==> config.mk <==
export PLATFORM = sky130hd
export DESIGN_NAME = rxeq_handshake_ctrl
export DESIGN_NICKNAME = d
export VERILOG_FILES = /design/src/rtl/rxeq_pkg.sv /design/src/rtl/rxeq_coef_gen.sv /design/src/rtl/rxeq_adapt_timer.sv /design/src/rtl/rxeq_handshake_ctrl.sv
export SDC_FILE = /design/constraint.sdc
export NUM_CORES = 1
export LEC_CHECK = 0
export ABC_AREA = 1
export ABC_CLOCK_PERIOD_IN_PS = 2700
export BUFFER_PORTS_ARGS = -buffer_cell sky130_fd_sc_hd__clkbuf_2
export CORE_ASPECT_RATIO = 0.5
export CORE_MARGIN = 3
export CORE_UTILIZATION = 57
export DETAILED_ROUTE_END_ITERATION = 12
export HOLD_SLACK_MARGIN = 0.02
export PLACE_DENSITY = 0.91
export SKIP_CTS_REPAIR_TIMING = 1
export SYNTH_ARGS = -nofsm -noshare
export SYNTH_HDL_FRONTEND = slang
export SYNTH_HIERARCHICAL = 1
export SYNTH_SLANG_ARGS = --single-unit
==> constraint.sdc <==
create_clock -name clk_i -period 2.7 [get_ports clk_i]
set_input_delay 0 -clock clk_i [delete_from_list [all_inputs] [get_ports clk_i]]
set_output_delay 0 -clock clk_i [all_outputs]
set_load 0.05 [all_outputs]
==> src/rtl/rxeq_pkg.sv <==
package rxeq_pkg;
  typedef enum logic [2:0] {
    ST_IDLE    = 3'd0,
    ST_PRESET  = 3'd1,
    ST_TXCOEFF = 3'd2,
    ST_ADAPT   = 3'd3,
    ST_DONE    = 3'd4
  } rxeq_state_e;

  localparam int unsigned REQ_W    = 2;
  localparam int unsigned PRESET_W = 4;
endpackage

==> src/rtl/rxeq_coef_gen.sv <==
module rxeq_coef_gen #(
  parameter int unsigned COEF_W      = 6,
  parameter int unsigned FULL_SWING  = 63,
  parameter int unsigned NUM_PRESETS = 11
) (
  input  logic [rxeq_pkg::PRESET_W-1:0] preset_i,
  input  logic                          coef_mode_i,
  output logic [3*COEF_W-1:0]           value_o
);
  localparam int unsigned VAL_W = 3*COEF_W;

  logic [COEF_W-1:0] pre_c, post_c, main_c;
  logic [rxeq_pkg::PRESET_W-1:0] next_preset;

  always_comb begin
    pre_c  = COEF_W'(preset_i[1:0]);
    post_c = COEF_W'(preset_i >> 2);
    main_c = COEF_W'(FULL_SWING) - pre_c - post_c;
    // wrap to preset 0 past the last defined preset, reserved codes included
    if (32'(preset_i) >= NUM_PRESETS - 1) next_preset = '0;
    else                                  next_preset = preset_i + 1'b1;
    if (coef_mode_i) value_o = {post_c, main_c, pre_c};
    else             value_o = VAL_W'(next_preset);
  end
endmodule

==> src/rtl/rxeq_adapt_timer.sv <==
module rxeq_adapt_timer #(
  parameter int unsigned ADAPT_CYCLES = 16
) (
  input  logic clk_i,
  input  logic rst_ni,
  input  logic en_i,
  output logic last_o
);
  localparam int unsigned CNT_W = (ADAPT_CYCLES > 1) ? $clog2(ADAPT_CYCLES) : 1;
  localparam logic [CNT_W-1:0] CNT_LAST = CNT_W'(ADAPT_CYCLES - 1);

  logic [CNT_W-1:0] cnt_q;

  always_ff @(posedge clk_i or negedge rst_ni) begin
    if (!rst_ni)               cnt_q <= '0;
    else if (!en_i || last_o)  cnt_q <= '0;
    else                       cnt_q <= cnt_q + 1'b1;
  end

  assign last_o = en_i && (cnt_q == CNT_LAST);

  // ADAPT window never overruns its length
  assert_cnt_bound_R1: assert property (@(posedge clk_i) disable iff (!rst_ni)
    cnt_q <= CNT_LAST);
endmodule

==> src/rtl/rxeq_handshake_ctrl.sv <==
module rxeq_handshake_ctrl #(
  parameter int unsigned ADAPT_CYCLES = 16,
  parameter int unsigned COEF_W       = 6,
  parameter int unsigned FULL_SWING   = 63,
  parameter int unsigned NUM_PRESETS  = 11
) (
  input  logic                  clk_i,
  input  logic                  rst_ni,
  input  logic [1:0]            eq_req_i,
  input  logic [3:0]            partner_preset_i,
  input  logic [2:0]            preset_hint_i,
  input  logic [5:0]            lffs_hint_i,
  input  logic                  adapt_pass_i,
  output logic                  preset_sel_o,
  output logic                  lffs_sel_o,
  output logic [3*COEF_W-1:0]   new_coef_o,
  output logic                  adapt_done_o,
  output logic                  eq_done_o,
  output logic [2:0]            fsm_dbg_o
);
  import rxeq_pkg::*;

  localparam int unsigned VAL_W = 3*COEF_W;
  localparam logic [REQ_W-1:0] REQ_OFF   = 2'b00;
  localparam logic [REQ_W-1:0] REQ_COEF  = 2'b10;
  localparam logic [REQ_W-1:0] REQ_FULL  = 2'b11;

  rxeq_state_e       state_q;
  logic [REQ_W-1:0]  req_q;
  logic [VAL_W-1:0]  val_q, val_c;
  logic              sel_q, pass_q, armed_q;
  logic              adapt_last;
  logic              unused_inputs;

  assign unused_inputs = ^{preset_hint_i, lffs_hint_i};

  rxeq_coef_gen #(
    .COEF_W(COEF_W), .FULL_SWING(FULL_SWING), .NUM_PRESETS(NUM_PRESETS)
  ) u_coef_gen (
    .preset_i   (partner_preset_i),
    .coef_mode_i(eq_req_i == REQ_COEF),
    .value_o    (val_c)
  );

  rxeq_adapt_timer #(.ADAPT_CYCLES(ADAPT_CYCLES)) u_adapt_timer (
    .clk_i (clk_i),
    .rst_ni(rst_ni),
    .en_i  (state_q == ST_ADAPT),
    .last_o(adapt_last)
  );

  always_ff @(posedge clk_i or negedge rst_ni) begin
    if (!rst_ni) begin
      state_q <= ST_IDLE;
      req_q   <= REQ_OFF;
      val_q   <= '0;
      sel_q   <= 1'b0;
      pass_q  <= 1'b0;
      armed_q <= 1'b1;
    end else begin
      unique case (state_q)
        ST_IDLE: begin
          if (eq_req_i == REQ_OFF) begin
            armed_q <= 1'b1;
          end else if (armed_q) begin
            armed_q <= 1'b0;
            req_q   <= eq_req_i;
            val_q   <= val_c;
            sel_q   <= (eq_req_i != REQ_COEF);
            pass_q  <= 1'b0;
            state_q <= (eq_req_i == REQ_COEF) ? ST_TXCOEFF : ST_PRESET;
          end
        end
        ST_PRESET:  state_q <= (req_q == REQ_FULL) ? ST_ADAPT : ST_DONE;
        ST_TXCOEFF: state_q <= ST_ADAPT;
        ST_ADAPT: if (adapt_last) begin
          pass_q  <= adapt_pass_i;
          state_q <= ST_DONE;
        end
        ST_DONE:    state_q <= ST_IDLE;
        default:    state_q <= ST_IDLE;
      endcase
    end
  end

  assign eq_done_o    = (state_q == ST_DONE);
  assign adapt_done_o = eq_done_o && req_q[1] && pass_q;
  assign preset_sel_o = eq_done_o && sel_q;
  assign new_coef_o   = eq_done_o ? val_q : '0;
  assign lffs_sel_o   = eq_req_i[1];
  assign fsm_dbg_o    = state_q;

  assert_done_single_R2: assert property (@(posedge clk_i) disable iff (!rst_ni)
    eq_done_o |=> !eq_done_o);
  assert_done_origin_R1: assert property (@(posedge clk_i) disable iff (!rst_ni)
    $rose(eq_done_o) |-> ($past(state_q) == ST_PRESET || $past(state_q) == ST_ADAPT));
  assert_after_done_idle_R3: assert property (@(posedge clk_i) disable iff (!rst_ni)
    eq_done_o |=> (state_q == ST_IDLE && !armed_q));
  assert_adapt_with_done_R4: assert property (@(posedge clk_i) disable iff (!rst_ni)
    adapt_done_o |-> (eq_done_o && req_q != 2'b01));
  assert_quiet_outputs_R8: assert property (@(posedge clk_i) disable iff (!rst_ni)
    !eq_done_o |-> (new_coef_o == '0 && !preset_sel_o));
  assert_preset_range_R6: assert property (@(posedge clk_i) disable iff (!rst_ni)
    preset_sel_o |-> (32'(new_coef_o) < NUM_PRESETS));
  assert_coef_sum_R7: assert property (@(posedge clk_i) disable iff (!rst_ni)
    (eq_done_o && !preset_sel_o) |->
      (32'(new_coef_o[COEF_W-1:0]) + 32'(new_coef_o[2*COEF_W-1:COEF_W])
       + 32'(new_coef_o[VAL_W-1:2*COEF_W]) == FULL_SWING));
endmodule

==> metrics.yaml <==
run_status:
  status: "finished with violations"
  violations: "negative hold slack"
drt:
  drc: 0
  viasPerCell: 4.84
  dr.pass1.iters: 4
  drt-total-wl_um: 3350
  wl_per_cell_um: 11.4
  ant_nets: 0
  vias: 1423
  drt_iter0_drc: 95
global_route:
  grt_pass1_vias: 1339
  grt_max_degree: 40
  gr-total-overflow: 0
  grtUsageTotal_pct: 19.2
  antenna_found_initial: 0
  grt_pass1_wl_um: 5730
finish:
  diodes: 0
  nFillCells: 210
  area_growth_syn_to_layout_pct: 13.3
  drive_gt1_share_pct: 20.2
  nets: 279
critical_path:
  max_stage_delay_ps: 440
  crit_chain: "nor2_4 -> nand2_1 -> nor2_1 -> clkbuf_2"
  required_ps: 2700
  end_kind: "output pin"
  startpoint_type: "flip-flop"
  crit_buf_inv: 1
  critical_path.top_delay_family: "simple AND/OR/NAND/NOR gates"
  crit_slowest_cell: "dfrtp_1"
  arrival_ps: 1920
  critical_path_class: "flip-flop to output pin"
  cp_max_fo: 21
clock_tree:
  clock-sinks: 30
  cts_buffers: 5
  cts_tree: "done"
  clock_path_buffers: 2
  clk_latency_ps: 270
  path_clk_slew_ps: 60
  cts_root_buffer: "clkbuf_8"
  cts.htree.levels: 2
yosys:
  synthTopCellsByCount: "nand2_1, inv_1, nor2_1"
  synth_seq_cells: 30
  yosysMostFrequentCell: "nand2_1"
  ys.flop_type: "dfrtp_1"
  syn-cell-area_um2: 1720
  synth_edf_count: 0
  post_synth.cell_area_avg_um2: 7.66
  yosysTopAreaCellShare_pct: 42.3
  yosysSeqAreaShare_pct: 43.8
  syn-instance-count: 224
  async_flop_share_pct: 100
  ys_warn_count: 6
  synth_cell_types: 28
  synth.area.top_cells: "dfrtp_1, nand2_1, inv_1, nor2_1, o21ai_0"
  synth_area_leader_cell: "dfrtp_1"
floorplan:
  core_um2: 2730
  pin_count: 43
  dieArea_um2: 3750
  dieWidth_um: 83.6
  die_height_um: 44.8
  start_util_pct: 62.8
  fp-row-count: 13
timing:
  whs_ps: -7.49
  final-setup-viol-count: 0
  finalHoldViolations: 1
  tns_ps: 0
  min_period_ps: 1920
  rsz0062_at_grt: "false"
  drv_slew: 0
  fin_crit_sh_pct: 71.1
  worst_pin_slew_ps: 746
  max_slew_margin_pct: 50.3
  fin_skew_ps: 3.95
  max_freq_mhz: 521
placement:
  place.port_buffers: 33
  globalplace.congestion: 0.772
  dp_hpwl_um: 2300
pwr:
  powerDensity_nw_per_um2: 943
  power_leakage_nw: 1.06
  ir_drop_mv: 0.594
job:
  maxCapViolCount: 0
hold_path:
  min_path_type: "input pin to flip-flop"
-- kinds of logic (layout without fill, tap and decap cells) --
| group | count (synthesis) | count (layout) | synth area share, % |
|---|---|---|---|
| simple gates | 106 | 106 | 27.3 |
| buf+inv | 55 | 83 | 15.7 |
| flops | 30 | 30 | 43.8 |
| compound gates | 26 | 26 | 8.31 |
| fa+ha+maj | 5 | 5 | 4.08 |
| other cells | 1 | 6 | 0.218 |
| xor+xnor | 1 | 1 | 0.510 |
-- worst reg2reg max path: stages (launching register included) --
cell and delay [ps]:
dfrtp_1 440, nor2_4 210, nand3_4 110, nor2_4 560, inv_1 180, nand2_1 100, o21ai_1 60
-- final timing paths --
kind / endpoint / start / cells after the start / slack [ps]
max: new_coef_o[5] / fsm_dbg_o[1]$_DFFE_PN0P_ / 4 / 780
min: req_q[1]$_DFFE_PN0P_ / eq_req_i[1] / 3 / -7
max reg2reg: req_q[1]$_DFFE_PN0P_ / fsm_dbg_o[1]$_DFFE_PN0P_ / 6 / 930
min reg2reg: req_q[0]$_DFFE_PN0P_ / req_q[0]$_DFFE_PN0P_ / 2 / 480
max in group asynchronous: val_q[0]$_DFFE_PN0P_ / rst_ni / 2 / 1910
min in group asynchronous: val_q[5]$_DFFE_PN0P_ / rst_ni / 2 / 320
-- cell usage in the layout (no fill, tap or decap) --
master	count
nor3b_2	1
xnor2_1	1
o21ai_2	2
dlygate4sd3_1	3
nand2_1	51
inv_1	36
nand2_2	1
nand3_4	1
ha_1	4
nor2_1	34
clkbuf_8	6
nor2_4	3
o21ai_0	19
dfstp_2	1
clkinv_2	1
fa_1	1
nand4_1	2
clkbuf_1	1
o21ai_1	2
a21oi_1	1
conb_1	6
o21a_1	2
inv_2	3
nand3_1	12
nand3b_1	1
dfrtp_1	29
clkbuf_2	33
-- flip-flops by register name, indices dropped and copies added, names as in the netlist --
name                 flops
pass_q                   1
fsm_dbg_o                3
armed_q                  1
val_q                   18
sel_q                    1
req_q                    2
u_adapt_timer/cnt_q      4
-- layer usage --
metal	vias up	global-route usage [%]	part of all wire (%)
met5	-	0	0
met4	0	6.41	0.89
met3	4	5.28	4.3
met2	32	35.2	50
met1	652	22.7	45
li1	735	-	-
-- where the power goes --
group,switching [mW],internal [mW],leakage [nW]
Sequential,0.0807,0.627,0.389
Clock,0.162,0.205,0.0482
Combinational,0.551,0.207,0.619
-- per-stage QoR --
stage          cell area [um2]  utilization, %  total power, mW  worst slack (ps)  std cells
2_1_floorplan             1740               -             1.35               880        229
3_3_place_gp              1820            66.7             1.42              1050        283
3_5_place_dp              1820            66.7             1.46               967        283
4_1_cts                   1910            70.1             1.83               785        291
5_1_grt                   1940            71.2             1.98               616        294
6_report                  1940            71.2             1.83               780        294
-- area by class of cell --
| type | instances | area [um2] | area share (%) |
|---|---|---|---|
| clock buffer | 7 | 86.3 | 4.44 |
| clock inverter | 1 | 5.00 | 0.257 |
| inverter | 39 | 146 | 7.53 |
| multi-input combinational | 144 | 713 | 36.7 |
| sequential | 30 | 752 | 38.7 |
| tap | 37 | 46.3 | 2.38 |
| timing repair buffer | 36 | 195 | 10.0 |
Note: power is estimated with default switching activity, not from simulation.
